==> src/rtl/cke_trk_pkg.sv <==
// Shared types for the CKE power-state tracker.
// Assumes a 3-bit command code already decoded from the pin-level bus.
package cke_trk_pkg;

    typedef enum logic [2:0] {
        M_IDLE    = 3'd0,
        M_ACTIVE  = 3'd1,
        M_RW      = 3'd2,
        M_PDOWN   = 3'd3,
        M_SUSPEND = 3'd4,
        M_SELFREF = 3'd5
    } mode_e;

    typedef enum logic [2:0] {
        C_NOP   = 3'd0,
        C_DESEL = 3'd1,
        C_ACT   = 3'd2,
        C_READ  = 3'd3,
        C_WRITE = 3'd4,
        C_PRE   = 3'd5,
        C_AREF  = 3'd6,
        C_SREF  = 3'd7
    } cmd_e;

    // True for the modes in which the device takes commands.
    function automatic logic is_running(mode_e m);
        return (m == M_IDLE) || (m == M_ACTIVE) || (m == M_RW);
    endfunction

    // True for any command that asks the device to do something.
    function automatic logic is_real(cmd_e c);
        return (c != C_NOP) && (c != C_DESEL);
    endfunction

endpackage

==> src/rtl/cke_cmd_guard.sv <==
// Command qualifier: decides, per edge, whether the command is taken,
// whether it starts a burst or enters self-refresh, and flags illegal use.
// Assumes mode_q is the tracker's registered mode for the current cycle.
module cke_cmd_guard
    import cke_trk_pkg::*;
(
    input  logic  clk,
    input  logic  rst_n,
    input  logic  cke,
    input  cmd_e  cmd,
    input  mode_e mode_q,
    output logic  taken,
    output logic  burst_load,
    output logic  sref_entry,
    output logic  adv_en,
    output logic  proto_err
);
    logic run;
    logic real_cmd;
    logic bad_state;
    logic viol;
    logic err_q;

    // Classify the command arriving on this edge.
    always_comb begin
        run        = is_running(mode_q);
        real_cmd   = is_real(cmd);
        sref_entry = (mode_q == M_IDLE) && !cke && (cmd == C_SREF);
        taken      = run && cke && real_cmd && (cmd != C_SREF);
        burst_load = taken && ((cmd == C_READ) || (cmd == C_WRITE));
        adv_en     = run && cke;
        bad_state  = taken && (((cmd == C_AREF) && (mode_q != M_IDLE)) ||
                               (((cmd == C_READ) || (cmd == C_WRITE)) && (mode_q == M_IDLE)));
        viol       = (real_cmd && !taken && !sref_entry) || bad_state;
    end

    // Register the violation flag for one cycle.
    always_ff @(posedge clk) begin
        if (!rst_n) err_q <= 1'b0;
        else        err_q <= viol;
    end

    assign proto_err = err_q;

    // a real command while commands are disabled is always flagged.
    assert_lowpower_cmd_flagged_R9: assert property (@(posedge clk) disable iff (!rst_n)
        (!is_running(mode_q) && (cmd != C_NOP) && (cmd != C_DESEL)) |=> proto_err);

    // a self-refresh command with CKE high is flagged.
    assert_sref_cke_high_flagged_R10: assert property (@(posedge clk) disable iff (!rst_n)
        (cke && (cmd == C_SREF)) |=> proto_err);

endmodule

==> src/rtl/cke_burst_ctr.sv <==
// Burst position counter: loads the burst length on a taken read or write
// and counts down on each enabled edge; holds while not enabled.
// Assumes load is only raised on an enabled edge.
module cke_burst_ctr #(
    parameter int BURST_LEN = 4,
    localparam int BW = $clog2(BURST_LEN + 1)
) (
    input  logic          clk,
    input  logic          rst_n,
    input  logic          en,
    input  logic          load,
    output logic [BW-1:0] cnt_d,
    output logic [BW-1:0] cnt_q
);
    localparam logic [BW-1:0] LOAD_VAL = BW'(BURST_LEN);

    // Next-count selection: hold, reload or step down.
    always_comb begin
        cnt_d = cnt_q;
        if (en) begin
            if (load)              cnt_d = LOAD_VAL;
            else if (cnt_q != '0)  cnt_d = cnt_q - BW'(1);
        end
    end

    // Count register.
    always_ff @(posedge clk) begin
        if (!rst_n) cnt_q <= '0;
        else        cnt_q <= cnt_d;
    end

    // without an enable the burst position is frozen.
    assert_frozen_hold_R6: assert property (@(posedge clk) disable iff (!rst_n)
        !en |=> $stable(cnt_q));

    // a taken read or write starts a full burst.
    assert_burst_load_R8: assert property (@(posedge clk) disable iff (!rst_n)
        (en && load) |=> (cnt_q == LOAD_VAL));

endmodule

==> src/rtl/cke_mode_fsm.sv <==
// Mode state machine: follows idle, active, read/write, power-down,
// clock suspend and self-refresh from the sampled CKE level.
// Assumes sref_entry and burst_nz_d come from the same edge's qualifier.
module cke_mode_fsm
    import cke_trk_pkg::*;
(
    input  logic  clk,
    input  logic  rst_n,
    input  logic  cke,
    input  logic  sref_entry,
    input  logic  bank_open,
    input  logic  burst_nz_d,
    output mode_e mode_q
);
    mode_e mode_d;
    mode_e resume_q;
    mode_e resume_d;

    // Next-mode decision from the mode in which CKE is sampled.
    always_comb begin
        mode_d   = mode_q;
        resume_d = resume_q;
        case (mode_q)
            M_IDLE, M_ACTIVE, M_RW: begin
                if (cke) begin
                    if (burst_nz_d)     mode_d = M_RW;
                    else if (bank_open) mode_d = M_ACTIVE;
                    else                mode_d = M_IDLE;
                end else if (mode_q == M_IDLE) begin
                    mode_d = sref_entry ? M_SELFREF : M_PDOWN;
                end else begin
                    mode_d   = M_SUSPEND;
                    resume_d = mode_q;
                end
            end
            M_PDOWN, M_SELFREF: begin
                if (cke) mode_d = M_IDLE;
            end
            M_SUSPEND: begin
                if (cke) mode_d = resume_q;
            end
            default: mode_d = M_IDLE;
        endcase
    end

    // Mode and saved pre-suspend mode registers.
    always_ff @(posedge clk) begin
        if (!rst_n) begin
            mode_q   <= M_IDLE;
            resume_q <= M_ACTIVE;
        end else begin
            mode_q   <= mode_d;
            resume_q <= resume_d;
        end
    end

    // power-down holds while CKE stays low.
    assert_pdown_hold_R2: assert property (@(posedge clk) disable iff (!rst_n)
        ((mode_q == M_PDOWN) && !cke) |=> (mode_q == M_PDOWN));

    // a high CKE leaves power-down or self-refresh for idle.
    assert_lowpower_exit_R3: assert property (@(posedge clk) disable iff (!rst_n)
        (((mode_q == M_PDOWN) || (mode_q == M_SELFREF)) && cke) |=> (mode_q == M_IDLE));

    // self-refresh command with CKE low in idle enters self-refresh.
    assert_sref_entry_R4: assert property (@(posedge clk) disable iff (!rst_n)
        ((mode_q == M_IDLE) && !cke && sref_entry) |=> (mode_q == M_SELFREF));

    // CKE low with a bank open or a burst running enters clock suspend.
    assert_suspend_entry_R5: assert property (@(posedge clk) disable iff (!rst_n)
        (((mode_q == M_ACTIVE) || (mode_q == M_RW)) && !cke) |=> (mode_q == M_SUSPEND));

    // suspend exit restores the mode saved at entry.
    assert_suspend_resume_R6: assert property (@(posedge clk) disable iff (!rst_n)
        ((mode_q == M_SUSPEND) && cke) |=> (mode_q == $past(resume_q)));

endmodule

==> src/rtl/sdram_cke_tracker.sv <==
// Top of the CKE power-state tracker: joins the command qualifier, burst
// counter and mode machine and drives the status outputs.
// Assumes cke, cmd and bank_open are synchronous to clk.
module sdram_cke_tracker
    import cke_trk_pkg::*;
#(
    parameter int BURST_LEN = 4,
    localparam int BW = $clog2(BURST_LEN + 1)
) (
    input  logic          clk,
    input  logic          rst_n,
    input  logic          cke,
    input  logic [2:0]    cmd,
    input  logic          bank_open,
    output logic [2:0]    mode,
    output logic          cmd_accept,
    output logic          freeze,
    output logic          refresh_en,
    output logic          proto_err,
    output logic [BW-1:0] burst_left
);
    mode_e         mode_q;
    cmd_e          cmd_c;
    logic          taken;
    logic          burst_load;
    logic          sref_entry;
    logic          adv_en;
    logic [BW-1:0] cnt_d;
    logic [BW-1:0] cnt_q;

    assign cmd_c = cmd_e'(cmd);

    cke_cmd_guard u_guard (
        .clk        (clk),
        .rst_n      (rst_n),
        .cke        (cke),
        .cmd        (cmd_c),
        .mode_q     (mode_q),
        .taken      (taken),
        .burst_load (burst_load),
        .sref_entry (sref_entry),
        .adv_en     (adv_en),
        .proto_err  (proto_err)
    );

    cke_burst_ctr #(.BURST_LEN(BURST_LEN)) u_burst (
        .clk   (clk),
        .rst_n (rst_n),
        .en    (adv_en),
        .load  (burst_load),
        .cnt_d (cnt_d),
        .cnt_q (cnt_q)
    );

    cke_mode_fsm u_fsm (
        .clk        (clk),
        .rst_n      (rst_n),
        .cke        (cke),
        .sref_entry (sref_entry),
        .bank_open  (bank_open),
        .burst_nz_d (cnt_d != '0),
        .mode_q     (mode_q)
    );

    // Status outputs decoded from the registered mode.
    always_comb begin
        mode       = mode_q;
        cmd_accept = is_running(mode_q);
        freeze     = (mode_q == M_SUSPEND);
        refresh_en = (mode_q == M_SELFREF);
        burst_left = cnt_q;
    end

    // no internal refresh in power-down, and no command accepted.
    assert_pdown_quiet_R2: assert property (@(posedge clk) disable iff (!rst_n)
        ((mode_q == M_IDLE) && !cke && !sref_entry) |=> (!refresh_en && !cmd_accept));

    // a taken burst command shows up as read/write mode.
    assert_burst_mode_R8: assert property (@(posedge clk) disable iff (!rst_n)
        (burst_load && taken) |=> (mode == 3'd2));

endmodule

==> config.mk <==
export PLATFORM = sky130hd
export DESIGN_NAME = sdram_cke_tracker
export DESIGN_NICKNAME = d
export VERILOG_FILES = /design/src/rtl/cke_trk_pkg.sv /design/src/rtl/cke_cmd_guard.sv /design/src/rtl/cke_burst_ctr.sv /design/src/rtl/cke_mode_fsm.sv /design/src/rtl/sdram_cke_tracker.sv
export SDC_FILE = /design/constraint.sdc
export NUM_CORES = 1
export LEC_CHECK = 0
export ABC_CLOCK_PERIOD_IN_PS = 2900
export BUFFER_PORTS_ARGS = -buffer_cell sky130_fd_sc_hd__buf_4
export CORE_UTILIZATION = 40
export CTS_BUF_LIST = sky130_fd_sc_hd__clkbuf_8
export DETAILED_ROUTE_END_ITERATION = 6
export HOLD_SLACK_MARGIN = 0.03
export PLACE_DENSITY_LB_ADDON = 0.2
export RECOVER_POWER = 25
export SYNTH_ARGS = -nofsm -noshare
export SYNTH_HDL_FRONTEND = slang
export SYNTH_HIERARCHICAL = 1
export SYNTH_SLANG_ARGS = --single-unit
==> constraint.sdc <==
create_clock -name clk -period 2.9 [get_ports clk]
set_input_delay 0.145 -clock clk [delete_from_list [all_inputs] [get_ports clk]]
set_output_delay 0.145 -clock clk [all_outputs]
set_load 0.005 [all_outputs]
### After elaboration in Yosys (flattened, before gate mapping)

Index checks and enable logic that the tools add are counted.

* flip-flop bits (word level): 10
* latch bits: 0
* memory bits (writable): 0
* bits in read-only memories: 0
* input port bits: 7
* output and inout port bits: 10
* logic and storage cells: 60
* memories: 0

* $add $sub $neg: 1
* multipliers: 0
* divide/modulo/power cells: 0
* $lt $le $gt $ge: 0
* equality and inequality tests: 13
* shifts and indexed selects: 0
* multiplexer cells: 11
* bitwise operators: 2
* reduce and logical (&&, ||, !) cells: 29

Operators by type and width (count)
* two-way mux 3 bit: 9
* == test 3 bit (second input constant): 5
* logical AND 1 bit: 12
* nonzero test 3 bit: 4
* == test 3 x 2 -> 1 bit (second input constant): 3
* case mux 3 bit (3 select lines): 1
* logical OR 1 bit: 5
* inequality test 2 bit (second input constant): 2
* == test 3 x 1 -> 1 bit (second input constant): 1
* zero test 1 bit: 3
* zero test 3 bit: 1
* inequality test 3 x 1 -> 1 bit (second input constant): 1
* inequality test 3 bit (second input constant): 1
* AND reduction 3 bit: 1
* OR reduction 3 bit: 1
* subtractor 3 x 1 -> 3 bit (second input constant): 1
* inverter 1 bit: 2
* AND reduction 2 bit: 1
* OR reduction 2 bit: 1
* two-way mux 1 bit: 1

### Depth between registers and ports, before layout

Gate-level depths: netlist of the first run.

* word-level depth: 13
* mapped depth: 10
* depth with buffers taken out: 10

### Modules after synthesis

The synthesis of the first run kept the hierarchy.

By module, submodules not included
* cke_mode_fsm: times used 1, cells each 44, area an instance 385.4 sq um, seq. area each 120.1 sq um
* cke_burst_ctr: times used 1, cells each 24, area an instance 220.2 sq um, seq. area each 60.1 sq um
* cke_cmd_guard: times used 1, cells each 19, area an instance 135.1 sq um, seq. area each 20.0 sq um
* sdram_cke_tracker: times used 1, cells each 4, area an instance 27.5 sq um, seq. area each 0.0 sq um

### Worst setup path after synthesis of the first run

No wires, ideal clock.

* path kind: reg2reg
* start point: reg u_fsm.mode_q[0]
* end point: reg u_fsm.mode_q[1]
* setup time: 0.122 ns
* data arrival time: 2.121 ns
* required time: 2.778 ns
* path slack: 0.657 ns
* cell stages (with the launch flop): 10
* path buffers: 0
* clock period less this slack: 2.243 ns
* cells stage by stage: dfxtp_1 > nand2_1 > nand3b_1 > a21oi_1 > o21ai_0 > a21o_2 > or3_1 > mux2i_1 > nor2_1 > o311a_1

* word-level cells in the longest chain between the ends: 13
* elaborated cells on any way between the ends: 27
* classes of those cells: eq/ne: 7; mux: 7; reduce/logical: 13

RTL lines
* from (decl): line cke_mode_fsm.sv:13 `output mode_e mode_q`
* from (signal assigned): line cke_mode_fsm.sv:52 `mode_q <= mode_d;`
* == test 3 x 1 -> 1 bit or zero test 3 bit (tied branches): line cke_trk_pkg.sv:27 `return (m == M_IDLE) || (m == M_ACTIVE) || (m == M_RW);`
* logical OR 1 bit: line cke_trk_pkg.sv:27
* logical OR 1 bit (*): line cke_trk_pkg.sv:27
* logical AND 1 bit (*) (3 in a row): line cke_cmd_guard.sv:29 `taken = run && cke && real_cmd && (cmd != C_SREF);`
* logical AND 1 bit (*): line cke_cmd_guard.sv:30 `burst_load = taken && ((cmd == C_READ) || (cmd == C_WRITE));`
* net burst_load: line sdram_cke_tracker.sv:25 `logic burst_load;`
* two-way mux 3 bit (*): line cke_burst_ctr.sv:21 `if (load) cnt_d = LOAD_VAL;`
* two-way mux 3 bit (*): line cke_burst_ctr.sv:20 `if (en) begin`
* net cnt_d[1]: line sdram_cke_tracker.sv:28 `logic [BW-1:0] cnt_d;`
* nonzero test 3 bit (*): line sdram_cke_tracker.sv:61 `.burst_nz_d (cnt_d != '0),`
* two-way mux 3 bit (*): line cke_mode_fsm.sv:26 `if (burst_nz_d) mode_d = M_RW;`
* two-way mux 3 bit (*): line cke_mode_fsm.sv:25 `if (cke) begin`
* case mux 3 bit (3 select lines) (*): line cke_mode_fsm.sv:23 `case (mode_q)`

Mark *: on every way through the listed nets, which the timed path passes. The rest lies on a longest branch.
A chain may end at the register's enable or synchronous reset.

### Worst setup path in the final report of the first run

* start point: reg u_burst.cnt_q[1]
* end point: reg u_fsm.mode_q[1]

* word-level cells in the longest chain between the ends: 8
* elaborated cells on any way between the ends: 9
* classes of those cells: add/sub: 1; mux: 6; reduce/logical: 2

RTL lines
* from (decl): line cke_burst_ctr.sv:13 `output logic [BW-1:0] cnt_q`
* from (signal assigned): line cke_burst_ctr.sv:29 `else cnt_q <= cnt_d;`
* subtractor 3 x 1 -> 3 bit or nonzero test 3 bit (tied branches): line cke_burst_ctr.sv:22 `else if (cnt_q != '0) cnt_d = cnt_q - BW'(1);`
* two-way mux 3 bit: line cke_burst_ctr.sv:22
* two-way mux 3 bit: line cke_burst_ctr.sv:21
* two-way mux 3 bit (*): line cke_burst_ctr.sv:20
* net cnt_d[1]: line sdram_cke_tracker.sv:28
* nonzero test 3 bit (*): line sdram_cke_tracker.sv:61
* two-way mux 3 bit (*): line cke_mode_fsm.sv:26
* two-way mux 3 bit (*): line cke_mode_fsm.sv:25
* case mux 3 bit (3 select lines) (*): line cke_mode_fsm.sv:23

Marks and branches as above.

==> results.json, run 1 <==
{
  "outcome": "finished clean",
  "leakage_nw": 0.435,
  "cts_tree": "built",
  "grt_max_degree": 20,
  "dr_total_vias": 709,
  "path_clk_slew_ns": 0.05,
  "drv_slew": 0,
  "gp_congestion": 0.716,
  "avgViaCountPerCell": 5.33,
  "endpoint_kind": "flop",
  "grt_pass1_wl_um": 2740,
  "ir_drop_v": 0.000347,
  "power_density_mw_per_mm2": 640,
  "drc": 0,
  "instances_no_fill": 133,
  "critPathArrivalTime_ns": 2.51,
  "core_mm2": 0.00175,
  "tns_ns": 0,
  "critical_path_class": "flop to flop",
  "maxSlewHeadroom_pct": 61.2,
  "wire_per_inst_um": 12.7,
  "nFillCells": 181,
  "setup_viol": 0,
  "layout-drive-gt1-share_pct": 28.7,
  "port_buffers": 16,
  "grt_pass1_vias": 606,
  "cts_sinks": 10,
  "syn_inst": 89,
  "grt_overflow": 0,
  "ctsResizeCount": 0,
  "syn_area_um2": 759,
  "worstSetupStartpointType": "flop",
  "fin_nets": 119,
  "dieArea_mm2": 0.00208,
  "holdBufCountCts": 0,
  "worstHoldPathType": "input pin to flop",
  "clk_latency_ns": 0.24,
  "ys_warn_count": 6,
  "finClkSkew_ns": 0.00235,
  "setup_ws_ns": 0.513,
  "areaGrowthSynthToFinish_pct": 25.4,
  "drtPass1Iterations": 4,
  "start_util_pct": 43.5,
  "die_h_um": 45.6,
  "cts-buffers-inserted": 3,
  "rows": 15,
  "drt_iter0_drc": 9,
  "maxClockFrequency_ghz": 0.419,
  "syn_nets": 99,
  "tightest_slew_ns": 0.581,
  "ant_nets": 0,
  "htree_levels": 1,
  "rsz0062_at_grt": "false",
  "hold_viol": 0,
  "worst-path-max-fanout": 4,
  "root_buffer": "clkbuf_8",
  "syn_avg_cell_area_um2": 8.53,
  "antenna_found_initial": 0,
  "post-route-util_pct": 54.6,
  "place_inst": 129,
  "place_hpwl_um": 1220,
  "cts.path.max_buffers": 2,
  "maxCapViolCount": 0,
  "holdWs_ns": 0.176,
  "drt_wl_total_um": 1690,
  "fp.dieW_um": 45.6,
  "diodes": 0,
  "grtUsageTotal_pct": 18.8,
  "io_pins": 17,
  "fin_crit_sh_pct": 82.3,
  "post-cts-setup-buffers": 0,
  "min_period_ns": 2.39,
  "dp_slack_ns": 0.399,
  "worstPathRequired_ns": 3.02
}
cell type report:
type,count,area [um^2],share of cell area (%)
timing repair buffer,19,139,14.6
multi-input combinational,67,497,52.2
clock buffer,4,55.1,5.78
sequential,10,200,21.0
inverter,8,30.0,3.15
tap,25,31.3,3.29
registers in the layout (all words and copies together) (netlist names):
signal,cells
u_burst/cnt_q,3
u_fsm/mode_q,3
u_fsm/resume_q,3
u_guard/proto_err,1
worst paths after layout:
kind / from / to / slack [ns] / cells after the start
worst max-delay path: u_burst/cnt_q[1] / u_fsm/mode_q[1] / 0.51 / 10
worst min-delay path: rst_n / u_fsm/resume_q[0] / 0.18 / 2
worst max register to register: u_burst/cnt_q[1] / u_fsm/mode_q[1] / 0.51 / 10
worst min register to register: u_fsm/resume_q[2] / u_fsm/resume_q[2] / 0.46 / 1
worst max-delay path, cell delays in order (launching register included):
cell,delay (ns)
dfxtp_1,0.37
inv_1,0.06
ha_1,0.20
ha_1,0.24
inv_1,0.10
o21ai_0,0.11
a21o_2,0.23
or3_1,0.42
mux2i_1,0.15
nor2_1,0.06
o311a_1,0.35
power breakdown:
| group | switching [mW] | leakage, nW | internal, mW | total (mW) |
|---|---|---|---|---|
| combinational | 0.134 | 0.324 | 0.127 | 0.262 |
| clock | 0.0567 | 0.0288 | 0.119 | 0.176 |
| sequential | 0.0122 | 0.0819 | 0.159 | 0.171 |
per-stage QoR:
step	power, mW	cell area, um^2
2_1_floorplan	0.362	759
3_3_place_gp	0.431	901
3_5_place_dp	0.437	901
4_1_cts	0.618	956
5_1_grt	0.655	952
6_report	0.609	952
layout by cell type (no fill, tap or decap), types with 3 or more instances in the layout:
| cell | count |
|---|---|
| clkbuf_8 | 4 |
| ha_1 | 3 |
| dfxtp_1 | 10 |
| nor2_1 | 6 |
| inv_1 | 8 |
| nor3_1 | 3 |
| buf_4 | 14 |
| o21ai_0 | 5 |
| clkbuf_4 | 4 |
| a21oi_1 | 8 |
per-layer routing:
metal	GRT usage [%]	vias to the layer above	wire (um)
met5	0	-	0
met2	27.4	20	762
met3	8.73	2	100
met4	3.64	0	11
li1	-	365	-
met1	25.1	322	818
(Power assumes the default switching activity.)
==> run 2, diff against run 1 <==
- ABC_CLOCK_PERIOD_IN_PS: 2900 -> 2500
- clock period: 2.9 -> 2.5 ns (I/O delays scaled with it)
==> run 2 against run 1 <==
  * Non-clock buffer count increased by 1
  * Largest power group unchanged
  * Clock skew increased by 0.0014 ns
  * Worst setup slack got worse by 0.36 ns
  * Clock power decreased by 7%
  * Sequential share of layout area about the same
  * Fmax increased by 1.9%
  * Global-route usage decreased by 0.84 points
  * Critical endpoint unchanged
==> results.json, run 2 (synthesized netlist as in run 1, its figures left out) <==
{
  "holdBufCountCts": 0,
  "reg2reg_from": "u_burst/cnt_q[1]",
  "power_density_mw_per_mm2": 708,
  "hold_depth": 2,
  "drv_slew": 0,
  "r2r_end": "u_fsm/mode_q[1]",
  "drt_iter0_drc": 24,
  "r2r_slack_ns": 0.16,
  "path_clk_slew_ns": 0.05,
  "multi_input_area_um2": 502,
  "setup_viol": 0,
  "crit_start": "u_burst/cnt_q[1]",
  "worstSetupStartpointType": "flop",
  "drtPass1Iterations": 4,
  "diodes": 0,
  "path_cells": "inv_1, ha_1, ha_1, inv_1, o21ai_1, a21o_2, or3_4, mux2i_1, nor2_1, o311a_1",
  "tns_ns": 0,
  "layout_common_cells": "buf_4, dfxtp_1, a21oi_1, inv_1, nor2_1",
  "endpoint_kind": "flop",
  "die_h_um": 45.6,
  "min_period_ns": 2.34,
  "tightest_slew_ns": 0.617,
  "post-route-util_pct": 54.5,
  "layout-drive-gt1-share_pct": 29.6,
  "cts.path.max_buffers": 2,
  "ant_nets": 0,
  "dr_total_vias": 721,
  "whs_endpoint": "u_fsm/resume_q[0]",
  "rsz0062_at_grt": "false",
  "rows": 15,
  "gp_congestion": 0.788,
  "worst-path-max-fanout": 4,
  "total_power_mw": 0.673,
  "reg2reg_depth": 10,
  "critical_path_class": "flop to flop",
  "fin_nets": 120,
  "path_buf_inv": 2,
  "areaGrowthSynthToFinish_pct": 25.2,
  "cts_sinks": 10,
  "crit_slowest_cell": "or3_4",
  "antenna_found_initial": 0,
  "maxSlewHeadroom_pct": 58.9,
  "leakage_nw": 0.433,
  "worstPathRequired_ns": 2.62,
  "max_stage_delay_ns": 0.39,
  "core_mm2": 0.00175,
  "hp-start": "rst_n",
  "grt_max_degree": 20,
  "maxCapViolCount": 0,
  "root_buffer": "clkbuf_8",
  "fin_crit_sh_pct": 93.7,
  "top_regs": "u_burst/cnt_q: 3 flops, u_fsm/mode_q: 3 flops, u_fsm/resume_q: 3 flops",
  "finClkSkew_ns": 0.00373,
  "grt_pass1_vias": 634,
  "dieArea_mm2": 0.00208,
  "drt_wl_total_um": 1690,
  "grtUsageTotal_pct": 17.9,
  "place_hpwl_um": 1180,
  "grt_pass1_wl_um": 2680,
  "drc": 0,
  "cts_tree": "built",
  "outcome": "finished clean",
  "fp.dieW_um": 45.6,
  "io_pins": 17,
  "post-cts-setup-buffers": 0,
  "avgViaCountPerCell": 5.42,
  "critPathArrivalTime_ns": 2.46,
  "maxClockFrequency_ghz": 0.427,
  "grt_overflow": 0,
  "clk_latency_ns": 0.23,
  "nFillCells": 190,
  "worstHoldPathType": "input pin to flop",
  "wire_per_inst_um": 12.7,
  "hold_viol": 0,
  "ir_drop_v": 0.000339,
  "start_util_pct": 43.5,
  "cp_top_family": "compound AO/OA/AOI/OAI gates",
  "port_buffers": 16,
  "layout_commonest_cell": "buf_4",
  "cts-buffers-inserted": 3,
  "regArea_um2": 200,
  "htree_levels": 1
}
==> run 2: cell types whose count changed in the layout (fill, tap and decap cells not counted), sizes merged <==
cell,delta
clkbuf,-2
buf,+2
==> run 2: worst max-delay path by stage <==
| stage | to | depth (start not counted) | slack [ns] |
|---|---|---|---|
| floorplan | u_fsm/mode_q[1] | 10 | 0.28 |
| global placement | u_fsm/mode_q[1] | 10 | 0.18 |
| detailed placement | u_fsm/mode_q[1] | 10 | 0.14 |
| CTS | u_fsm/mode_q[1] | 10 | 0.11 |
| global route | u_fsm/mode_q[1] | 10 | 0.02 |
| finish | u_fsm/mode_q[1] | 10 | 0.16 |
==> run 2: area by class of cell <==
| type | count | share of cell area [%] |
|---|---|---|
| Clock buffer | 3 | 4.34 |
| Inverter | 8 | 3.16 |
| Multi-Input combinational cell | 67 | 52.8 |
| Sequential cell | 10 | 21.1 |
| Tap cell | 25 | 3.29 |
| Timing Repair Buffer | 20 | 15.4 |
==> run 2: routing by layer <==
layer	wire, um	up-vias	GRT usage, %
li1	-	367	-
met3	97	4	3.57
met4	23	0	10.3
met2	771	26	25.4
met1	800	324	24.9
met5	0	-	0
==> run 2: what timing repair did <==
action | CTS | global route
resized for setup | 0 | 3
endpoints found under the setup margin | 0 | 1
endpoints found under the hold margin | 0 | 0
==> run 2: stage by stage <==
| stage | cell area, um^2 | hold slack [ns] | worst slack (ns) | std cells |
|---|---|---|---|---|
| after floorplan | 759 | 0.205 | 0.278 | 89 |
| after CTS | 950 | 0.162 | 0.108 | 133 |
| after global placement | 908 | 0.399 | 0.183 | 130 |
| after global routing | 951 | 0.163 | 0.0175 | 133 |
| after detailed placement | 908 | 0.398 | 0.143 | 130 |
| final | 951 | 0.156 | 0.157 | 133 |
==> run 2: power by group <==
group          leakage (nW)  switching (mW)  internal, mW
clock                0.0216          0.0577         0.105
combinational         0.329           0.157         0.155
sequential           0.0819          0.0134         0.185
==> run 2: worst reg2reg max path, cell delays in order, from the launching register on <==
cell,delay [ns]
dfxtp_1,0.37
inv_1,0.06
ha_1,0.21
ha_1,0.23
inv_1,0.11
o21ai_1,0.10
a21o_2,0.22
or3_4,0.39
mux2i_1,0.15
nor2_1,0.06
o311a_1,0.34
